## src/rtl/onewire_enum_seq.sv

```systemverilog
module onewire_enum_seq #(
  parameter int ID_W       = 64,
  parameter logic [7:0] SEARCH_CMD = 8'hF0,
  parameter int MAX_PASSES = 100,
  parameter int CNT_W      = 8
) (
  input  logic             clk,
  input  logic             rst_n,
  input  logic             start,
  output logic             busy,
  output logic             done,
  output logic [1:0]       status,
  output logic [CNT_W-1:0] found_count,
  output logic             id_valid,
  output logic [ID_W-1:0]  id_rom,
  output logic             m_rst_req,
  output logic             m_wr_req,
  output logic             m_xchg_req,
  output logic             m_acc,
  output logic [7:0]       m_tx,
  input  logic             m_ack,
  input  logic             m_fail,
  input  logic             m_presence,
  input  logic [7:0]       m_rx
);
  localparam int NIB    = ID_W / 4;
  localparam int NIB_W  = $clog2(NIB);
  localparam int IDX_W  = $clog2(ID_W);
  localparam int PASS_W = $clog2(MAX_PASSES + 1);

  typedef enum logic [2:0] {S_IDLE, S_BEGIN, S_RST1, S_WR, S_XCH, S_RST2, S_EVAL} st_t;
  st_t st;

  logic [ID_W-1:0]   path, rom, disc, avail, path_nx;
  logic [NIB_W-1:0]  nib;
  logic [PASS_W-1:0] pass_cnt;
  logic [IDX_W-1:0]  top;
  logic              has_disc;
  logic [3:0]        cur;

  assign busy       = (st != S_IDLE);
  assign m_rst_req  = (st == S_RST1) || (st == S_RST2);
  assign m_wr_req   = (st == S_WR);
  assign m_xchg_req = (st == S_XCH);
  assign cur        = path[{nib, 2'b00} +: 4];
  assign m_tx       = (st == S_WR) ? SEARCH_CMD
                                   : {cur[3], 1'b0, cur[2], 1'b0, cur[1], 1'b0, cur[0], 1'b0};

  always_comb begin
    avail    = disc & ~path;
    has_disc = 1'b0;
    top      = '0;
    for (int k = 0; k < ID_W; k++)
      if (avail[k]) begin
        top      = IDX_W'(k);
        has_disc = 1'b1;
      end
    for (int k = 0; k < ID_W; k++)
      path_nx[k] = (IDX_W'(k) < top) ? path[k] : (IDX_W'(k) == top);
  end

  always_ff @(posedge clk or negedge rst_n) begin
    if (!rst_n) begin
      st <= S_IDLE; path <= '0; rom <= '0; disc <= '0; nib <= '0;
      pass_cnt <= '0; found_count <= '0; status <= 2'd0;
      done <= 1'b0; id_valid <= 1'b0; id_rom <= '0; m_acc <= 1'b0;
    end else begin
      done     <= 1'b0;
      id_valid <= 1'b0;
      case (st)
        S_IDLE: if (start) begin
          path <= '0; pass_cnt <= '0; found_count <= '0; status <= 2'd0;
          st <= S_BEGIN;
        end
        S_BEGIN:
          if (pass_cnt == PASS_W'(MAX_PASSES)) begin
            st <= S_IDLE; done <= 1'b1; status <= 2'd3;
          end else begin
            pass_cnt <= pass_cnt + 1'b1;
            st <= S_RST1;
          end
        S_RST1: if (m_ack) begin
          if (m_fail || !m_presence) begin
            st <= S_IDLE; done <= 1'b1; status <= m_fail ? 2'd2 : 2'd1;
          end else st <= S_WR;
        end
        S_WR: if (m_ack) begin
          if (m_fail) begin
            st <= S_IDLE; done <= 1'b1; status <= 2'd2;
          end else begin
            m_acc <= 1'b1; nib <= '0; st <= S_XCH;
          end
        end
        S_XCH: if (m_ack) begin
          if (m_fail) begin
            st <= S_IDLE; done <= 1'b1; status <= 2'd2; m_acc <= 1'b0;
          end else begin
            rom[{nib, 2'b00} +: 4]  <= {m_rx[7], m_rx[5], m_rx[3], m_rx[1]};
            disc[{nib, 2'b00} +: 4] <= {m_rx[6], m_rx[4], m_rx[2], m_rx[0]};
            if (nib == NIB_W'(NIB - 1)) begin
              m_acc <= 1'b0; st <= S_RST2;
            end else nib <= nib + 1'b1;
          end
        end
        S_RST2: if (m_ack) begin
          if (m_fail) begin
            st <= S_IDLE; done <= 1'b1; status <= 2'd2;
          end else st <= S_EVAL;
        end
        S_EVAL:
          if (rom[ID_W-1] && disc[ID_W-1]) st <= S_BEGIN;
          else begin
            id_valid    <= 1'b1;
            id_rom      <= rom;
            found_count <= found_count + 1'b1;
            if (has_disc) begin
              path <= path_nx; st <= S_BEGIN;
            end else begin
              st <= S_IDLE; done <= 1'b1; status <= 2'd0;
            end
          end
        default: st <= S_IDLE;
      endcase
    end
  end

  assert_one_request_R2: assert property (@(posedge clk) disable iff (!rst_n)
    $onehot0({m_rst_req, m_wr_req, m_xchg_req}));
  assert_acc_in_exchange_R2: assert property (@(posedge clk) disable iff (!rst_n)
    m_xchg_req |-> m_acc);
  assert_acc_off_on_write_R2: assert property (@(posedge clk) disable iff (!rst_n)
    m_wr_req |-> !m_acc);
  assert_count_step_R7: assert property (@(posedge clk) disable iff (!rst_n)
    id_valid |-> found_count == $past(found_count) + 1'b1);
  assert_pass_bound_R10: assert property (@(posedge clk) disable iff (!rst_n)
    pass_cnt <= PASS_W'(MAX_PASSES));
  assert_busy_from_start_R12: assert property (@(posedge clk) disable iff (!rst_n)
    $rose(busy) |-> $past(start));
  assert_done_ends_busy_R12: assert property (@(posedge clk) disable iff (!rst_n)
    done |-> !busy);
endmodule

```

## config.mk

```make
export PLATFORM = sky130hd
export DESIGN_NAME = onewire_enum_seq
export DESIGN_NICKNAME = d
export VERILOG_FILES = /design/src/rtl/onewire_enum_seq.sv
export SDC_FILE = /design/constraint.sdc
export NUM_CORES = 1
export LEC_CHECK = 0
export BUFFER_PORTS_ARGS = -buffer_cell sky130_fd_sc_hd__buf_2
export CAP_MARGIN = 5
export CORE_UTILIZATION = 46
export DETAILED_ROUTE_END_ITERATION = 16
export RECOVER_POWER = 25
export SKIP_LAST_GASP = 1
export SLEW_MARGIN = 10
export SYNTH_ARGS = -nofsm -noshare
export SYNTH_HDL_FRONTEND = slang
export SYNTH_SLANG_ARGS = --single-unit
```

## constraint.sdc

```tcl
create_clock -name clk -period 9.05 [get_ports clk]
set_input_delay 1.81 -clock clk [delete_from_list [all_inputs] [get_ports clk]]
set_output_delay 1.81 -clock clk [all_outputs]
set_load 0.05 [all_outputs]
```

==> results of run 1 <==
==> where the power goes <==
group	internal (mW)	switching, mW
Combinational	0.351	0.895
Sequential	1.34	0.111
Clock	0.832	0.515
==> registers in the layout (all words and copies together) (netlist names) <==
register and cells:
found_count 8, id_rom 64, status 2, id_valid 1, path 64, pass_cnt 7
done 1, rom 64, nib 4, m_acc 1, disc 64, st 3
==> layer usage <==
layer	up-vias	routed length, um
met5	-	27
met4	4	1780
met3	105	3140
met2	497	19380
met1	5608	20570
li1	5284	-
==> final timing paths <==
check,startpoint,slack [ps],end
worst max-delay path,st[1],3000,path[29]
worst min-delay path,rom[15],460,id_rom[15]
worst max register to register,st[1],3000,path[29]
worst min register to register,rom[15],460,id_rom[15]
max in group asynchronous,rst_n,4900,rom[63]
min in group asynchronous,rst_n,1270,id_rom[0]
==> critical path: stages, from the launching register on <==
cell,delay (ps)
dfrtp_1,640
and3_1,820
nand2_2,120
inv_2,90
clkbuf_1,2240
a21oi_4,580
a211o_2,580
o21a_4,270
o31a_4,130
o21ai_1,120
mux2_4,310
==> cell usage in the layout, fill, tap and decap left out, types with 8 or more instances in the layout <==
cell type	count
o22ai_1	8
a21oi_1	38
nor4_1	8
buf_2	98
o21ai_0	134
and2_1	12
o31ai_1	28
nand4_1	17
clkbuf_1	13
a31oi_1	10
nor2_1	67
buf_4	12
nor2b_1	29
and3_1	9
nand3_1	29
inv_1	24
xor2_1	11
nand2b_1	59
dfrtp_1	283
nand2_1	423
nor3_1	14
ha_1	8
mux4_2	17
mux2_2	36
clkbuf_16	31
a21o_1	15
a22o_1	11
==> logic make-up (layout without fill, tap and decap cells) <==
logic type               Yosys count  after routing  share of synthesized area (%)
multiplexers                      59             59                          6.248
flip-flops                       283            283                          51.55
other                              1              3                        0.02730
XOR/XNOR                          16             16                          1.020
AO/OA/AOI/OAI                    313            313                          14.67
adder cells (fa/ha/maj)            8              8                         0.7286
buffers and inverters             99            197                          2.887
AND/OR/NAND/NOR                  699            699                          22.87
==> per-stage QoR <==
stage                     hold WS [ps]  utilization (%)  power (mW)
final                            459.2            53.88       4.040
after global routing             478.5            53.87       4.205
after CTS                        465.8            53.91       4.046
after detailed placement         452.7            50.17       2.694
after global placement           447.9            50.17       2.699
after floorplan                  433.1                -       2.263
==> area by class of cell <==
class / count / share of cell area (%)
Clock buffer: 44 / 5.531
Clock inverter: 13 / 1.417
Inverter: 25 / 0.6003
Tap cell: 384 / 3.074
Multi-Input combinational cell: 1097 / 40.15
Timing Repair Buffer: 115 / 3.906
Antenna cell: 1 / 0.01601
Sequential cell: 283 / 45.31
==> results.json, run 1 <==
{
  "pre_cts_slack_ps": 4515,
  "cts_buffers": 31,
  "rsz0062_at_grt": "false",
  "die_w_um": 174.8,
  "synthesis.instances": 1478,
  "leakage_nw": 7.662,
  "start_util_pct": 47.35,
  "cts.path.max_buffers": 3,
  "startpoint_type": "flip-flop",
  "hold_buffers": 0,
  "antenna_left": 0,
  "crit_type": "flip-flop to flip-flop",
  "antenna_found_initial": 1,
  "gr-total-overflow": 0,
  "nets": 1575,
  "timing.final.crit_share_pct": 66.87,
  "yosys_most_used_dff": "dfrtp_1",
  "post-synth-top-count-cell": "nand2_1",
  "die_area_um2": 30560,
  "boundaryPins": 103,
  "setup_ws_ps": 2998,
  "use_met2_pct": 44.39,
  "ff2ff_path_depth": 10,
  "post_drt_wl_per_cell_um": 22.88,
  "synth_top_cell_by_area": "dfrtp_1",
  "cts-root-buf": "clkbuf_16",
  "holdCritPathClass": "flip-flop to flip-flop",
  "cp.required_ps": 9490,
  "drt_iter0_markers": 1095,
  "place.gp.congestion": 0.9895,
  "grt_pass1_vias": 11160,
  "use_met1_pct": 43.72,
  "tightest_slew_ps": 3218,
  "yosys-top-cells-count": "424 x nand2_1, 283 x dfrtp_1, 135 x o21ai_0, 67 x nor2_1",
  "hold_viol_final": 0,
  "core_um2": 29010,
  "core.rowCount": 62,
  "power_per_cell_area_nw_per_um2": 258.5,
  "vias": 11500,
  "ir_drop_uv": 133.9,
  "synth_warnings": 0,
  "hold_depth": 2,
  "violations": "capacitance limit, slew limit",
  "arrival_ps": 6490,
  "cts_tree": "built",
  "status": "finished with violations",
  "drive_gt1_share_pct": 14.58,
  "routed_wl_mm": 44.89,
  "area_growth_syn_to_layout_pct": 13.78,
  "syn_area_per_cell_um2": 9.295,
  "end_kind": "flip-flop",
  "die_h_um": 174.8,
  "fin_crit_ps": 6052,
  "grt_max_degree": 113,
  "drt_first_pass_iters": 5,
  "yosysSeqAreaShare_pct": 51.55,
  "path_max_fanout": 69,
  "portBuffers": 100,
  "path_clk_slew_ps": 60,
  "multiInputGateArea_um2": 6276,
  "register_area_um2": 7082,
  "syn_area_um2": 13740,
  "fin_skew_ps": 14.48,
  "grt_util_met3_pct": 4.896,
  "drc_errors": 0,
  "stdcell_count": 1962,
  "dp_hpwl_mm": 33.02,
  "ys_types": 78,
  "grt_pass1_wl_mm": 68.84,
  "synth-seq-cells": 283,
  "clock_latency_ps": 560,
  "fillers": 2713,
  "finalSetupViolCount": 0,
  "htree_levels": 1,
  "yosysTopAreaCellShare_pct": 51.55,
  "setup-tns-final_ps": 0,
  "grtUsageTotal_pct": 29.85,
  "postCtsSetupRepairBufs": 0,
  "placed_cells": 1904,
  "stdcell_area_um2": 15630,
  "maxSlewHeadroom_pct": -114.6,
  "cap_violations": 2,
  "clock_sinks": 283,
  "cts_resized": 0,
  "synthArstFlopShare_pct": 100.0,
  "fmax_ghz": 0.1652,
  "synth_edf_count": 0,
  "top_usage_layer": "met2",
  "finalMaxSlewViolations": 119,
  "placed_cell_area_um2": 14560,
  "synthTopCellsByArea": "dfrtp_1 52%, nand2_1 12%, o21ai_0 4.9%, mux2_2 3.0%, mux4_2 2.8%",
  "vias_per_cell": 5.860
}
Power figures use the tool's default switching activity.
==> run 2, diff against run 1 <==
- clock period: 9.05 -> 5.6 ns (I/O delays scaled with it)
==> run 2 against run 1 <==
- the flow still finishes with violations (capacitance limit, slew limit)
- register-to-register slack got worse by 1900 ps
- utilization increased by 0.48 points
- largest cell class unchanged
- largest power group unchanged
- clock skew increased by 6.6 ps
- fmax increased by 33%
- total power increased by 66%
- critical path depth unchanged
==> results.json, run 2 (synthesized netlist as in run 1, its figures left out) <==
{
  "cp.required_ps": 6000,
  "clock_sinks": 283,
  "leakage_nw": 7.751,
  "cts_buffers": 34,
  "path_max_fanout": 20,
  "drt_first_pass_iters": 5,
  "antenna_cells": 0,
  "stdcell_count": 1968,
  "cts_tree": "built",
  "dp_hpwl_mm": 31.37,
  "timing.final.crit_share_pct": 81.26,
  "drive_gt1_share_pct": 15.47,
  "grtUsageTotal_pct": 28.94,
  "antenna_found_initial": 2,
  "violations": "capacitance limit, slew limit",
  "portBuffers": 100,
  "status": "finished with violations",
  "path_clk_slew_ps": 60,
  "ff2ff_path_depth": 10,
  "cap_violations": 1,
  "rsz0062_at_grt": "false",
  "cts-root-buf": "clkbuf_16",
  "die_area_um2": 30560,
  "holdCritPathClass": "flip-flop to flip-flop",
  "post_drt_wl_per_cell_um": 21.94,
  "hold_slack_ps": 459.9,
  "vias_per_cell": 5.836,
  "cpMostUsedCell": "o31ai_1",
  "hold_viol_final": 0,
  "postCtsSetupRepairBufs": 0,
  "grt_pass1_vias": 10860,
  "fin_skew_ps": 21.07,
  "cpMaxStageDelayCell": "or4b_1",
  "cts.path.max_buffers": 3,
  "gr-total-overflow": 0,
  "boundaryPins": 103,
  "fmax_ghz": 0.2198,
  "die_w_um": 174.8,
  "r2r_setup_slack_ps": 1050,
  "cts_resized": 0,
  "drt_iter0_markers": 1101,
  "area_growth_syn_to_layout_pct": 14.80,
  "placed_cells": 1906,
  "r2r_end": "path[30]",
  "pre_cts_slack_ps": 1294,
  "crit_type": "flip-flop to flip-flop",
  "die_h_um": 174.8,
  "crit_end": "path[30]",
  "core_um2": 29010,
  "core.rowCount": 62,
  "arrival_ps": 4950,
  "hold_buffers": 0,
  "nets": 1580,
  "finalMaxSlewViolations": 78,
  "tightest_slew_ps": 3694,
  "layout_common_cells": "423 x nand2_1, 283 x dfrtp_1, 134 x o21ai_0, 99 x buf_2, 67 x nor2_1",
  "rr_startpoint": "disc[49]",
  "worstPathCellList": "nor2b_1, a2111oi_2, nand4_1, or4b_1, a21o_1, o31ai_1, o21a_4, o31a_4, o31ai_1, mux2_4",
  "startpoint_type": "flip-flop",
  "end_kind": "flip-flop",
  "htree_levels": 2,
  "vias": 11490,
  "cpPeakStageDelay_ps": 820,
  "final_common_cell": "nand2_1",
  "grt_max_degree": 122,
  "cp-startpoint": "disc[49]",
  "maxSlewHeadroom_pct": -146.3,
  "drc_errors": 0,
  "setup_ws_ps": 1049,
  "grt_pass1_wl_mm": 66.75,
  "place.gp.congestion": 0.9997,
  "start_util_pct": 47.35,
  "antenna_left": 0,
  "routed_wl_mm": 43.18,
  "power_per_cell_area_nw_per_um2": 424.8,
  "ir_drop_uv": 201.2,
  "fin_crit_ps": 4551,
  "setup-tns-final_ps": 0,
  "clock_latency_ps": 520,
  "finalSetupViolCount": 0
}
==> run 2: final cells by class <==
type | count | area, um^2
flip-flops and latches | 283 | 7082
multi-input cells | 1097 | 6266
fillers | 2678 | 13240
inverters | 25 | 93.84
clock buffers | 42 | 940.9
clock inverters | 20 | 262.8
repair buffers | 117 | 645.6
well taps | 384 | 480.5
==> run 2: metal layers <==
layer	share of wire (%)	vias up	global-route usage (%)
met5	0.030	-	0
met1	45	5606	41.82
met3	7.2	102	5.048
met2	44	472	43.98
li1	-	5304	-
met4	3.4	2	9.891
==> run 2: worst min path at each step <==
stage	startpoint	end	slack, ps	cells past startpoint
2_1_floorplan	rom[16]	id_rom[16]	430	2
3_3_place_gp	rom[48]	id_rom[48]	440	2
3_5_place_dp	rom[60]	id_rom[60]	450	2
4_1_cts	rom[51]	id_rom[51]	460	2
5_1_grt	rom[10]	id_rom[10]	480	2
6_report	rom[48]	id_rom[48]	460	2
==> run 2: per-stage QoR <==
| step | power, mW | utilization (%) | cell area [um^2] |
|---|---|---|---|
| floorplan | 3.657 | - | 13740 |
| global placement | 4.347 | 50.23 | 14570 |
| global route | 6.975 | 54.36 | 15770 |
| finish | 6.699 | 54.36 | 15770 |
| detailed placement | 4.343 | 50.23 | 14570 |
| CTS | 6.689 | 54.38 | 15780 |
==> run 2: power by group <==
| part | internal (mW) | total (mW) | switching (mW) |
|---|---|---|---|
| logic | 0.574 | 2.03 | 1.45 |
| registers | 2.16 | 2.34 | 0.175 |
| clock network | 1.44 | 2.34 | 0.896 |
| total | 4.17 | 6.70 | 2.52 |
==> run 2: critical path, delay by kind of cell, from the launching register on <==
kind / cells / cell delay [ps]
AO/OA/AOI/OAI: 6 / 2180
flip-flops: 1 / 370
multiplexers: 1 / 330
AND/OR/NAND/NOR: 3 / 1520
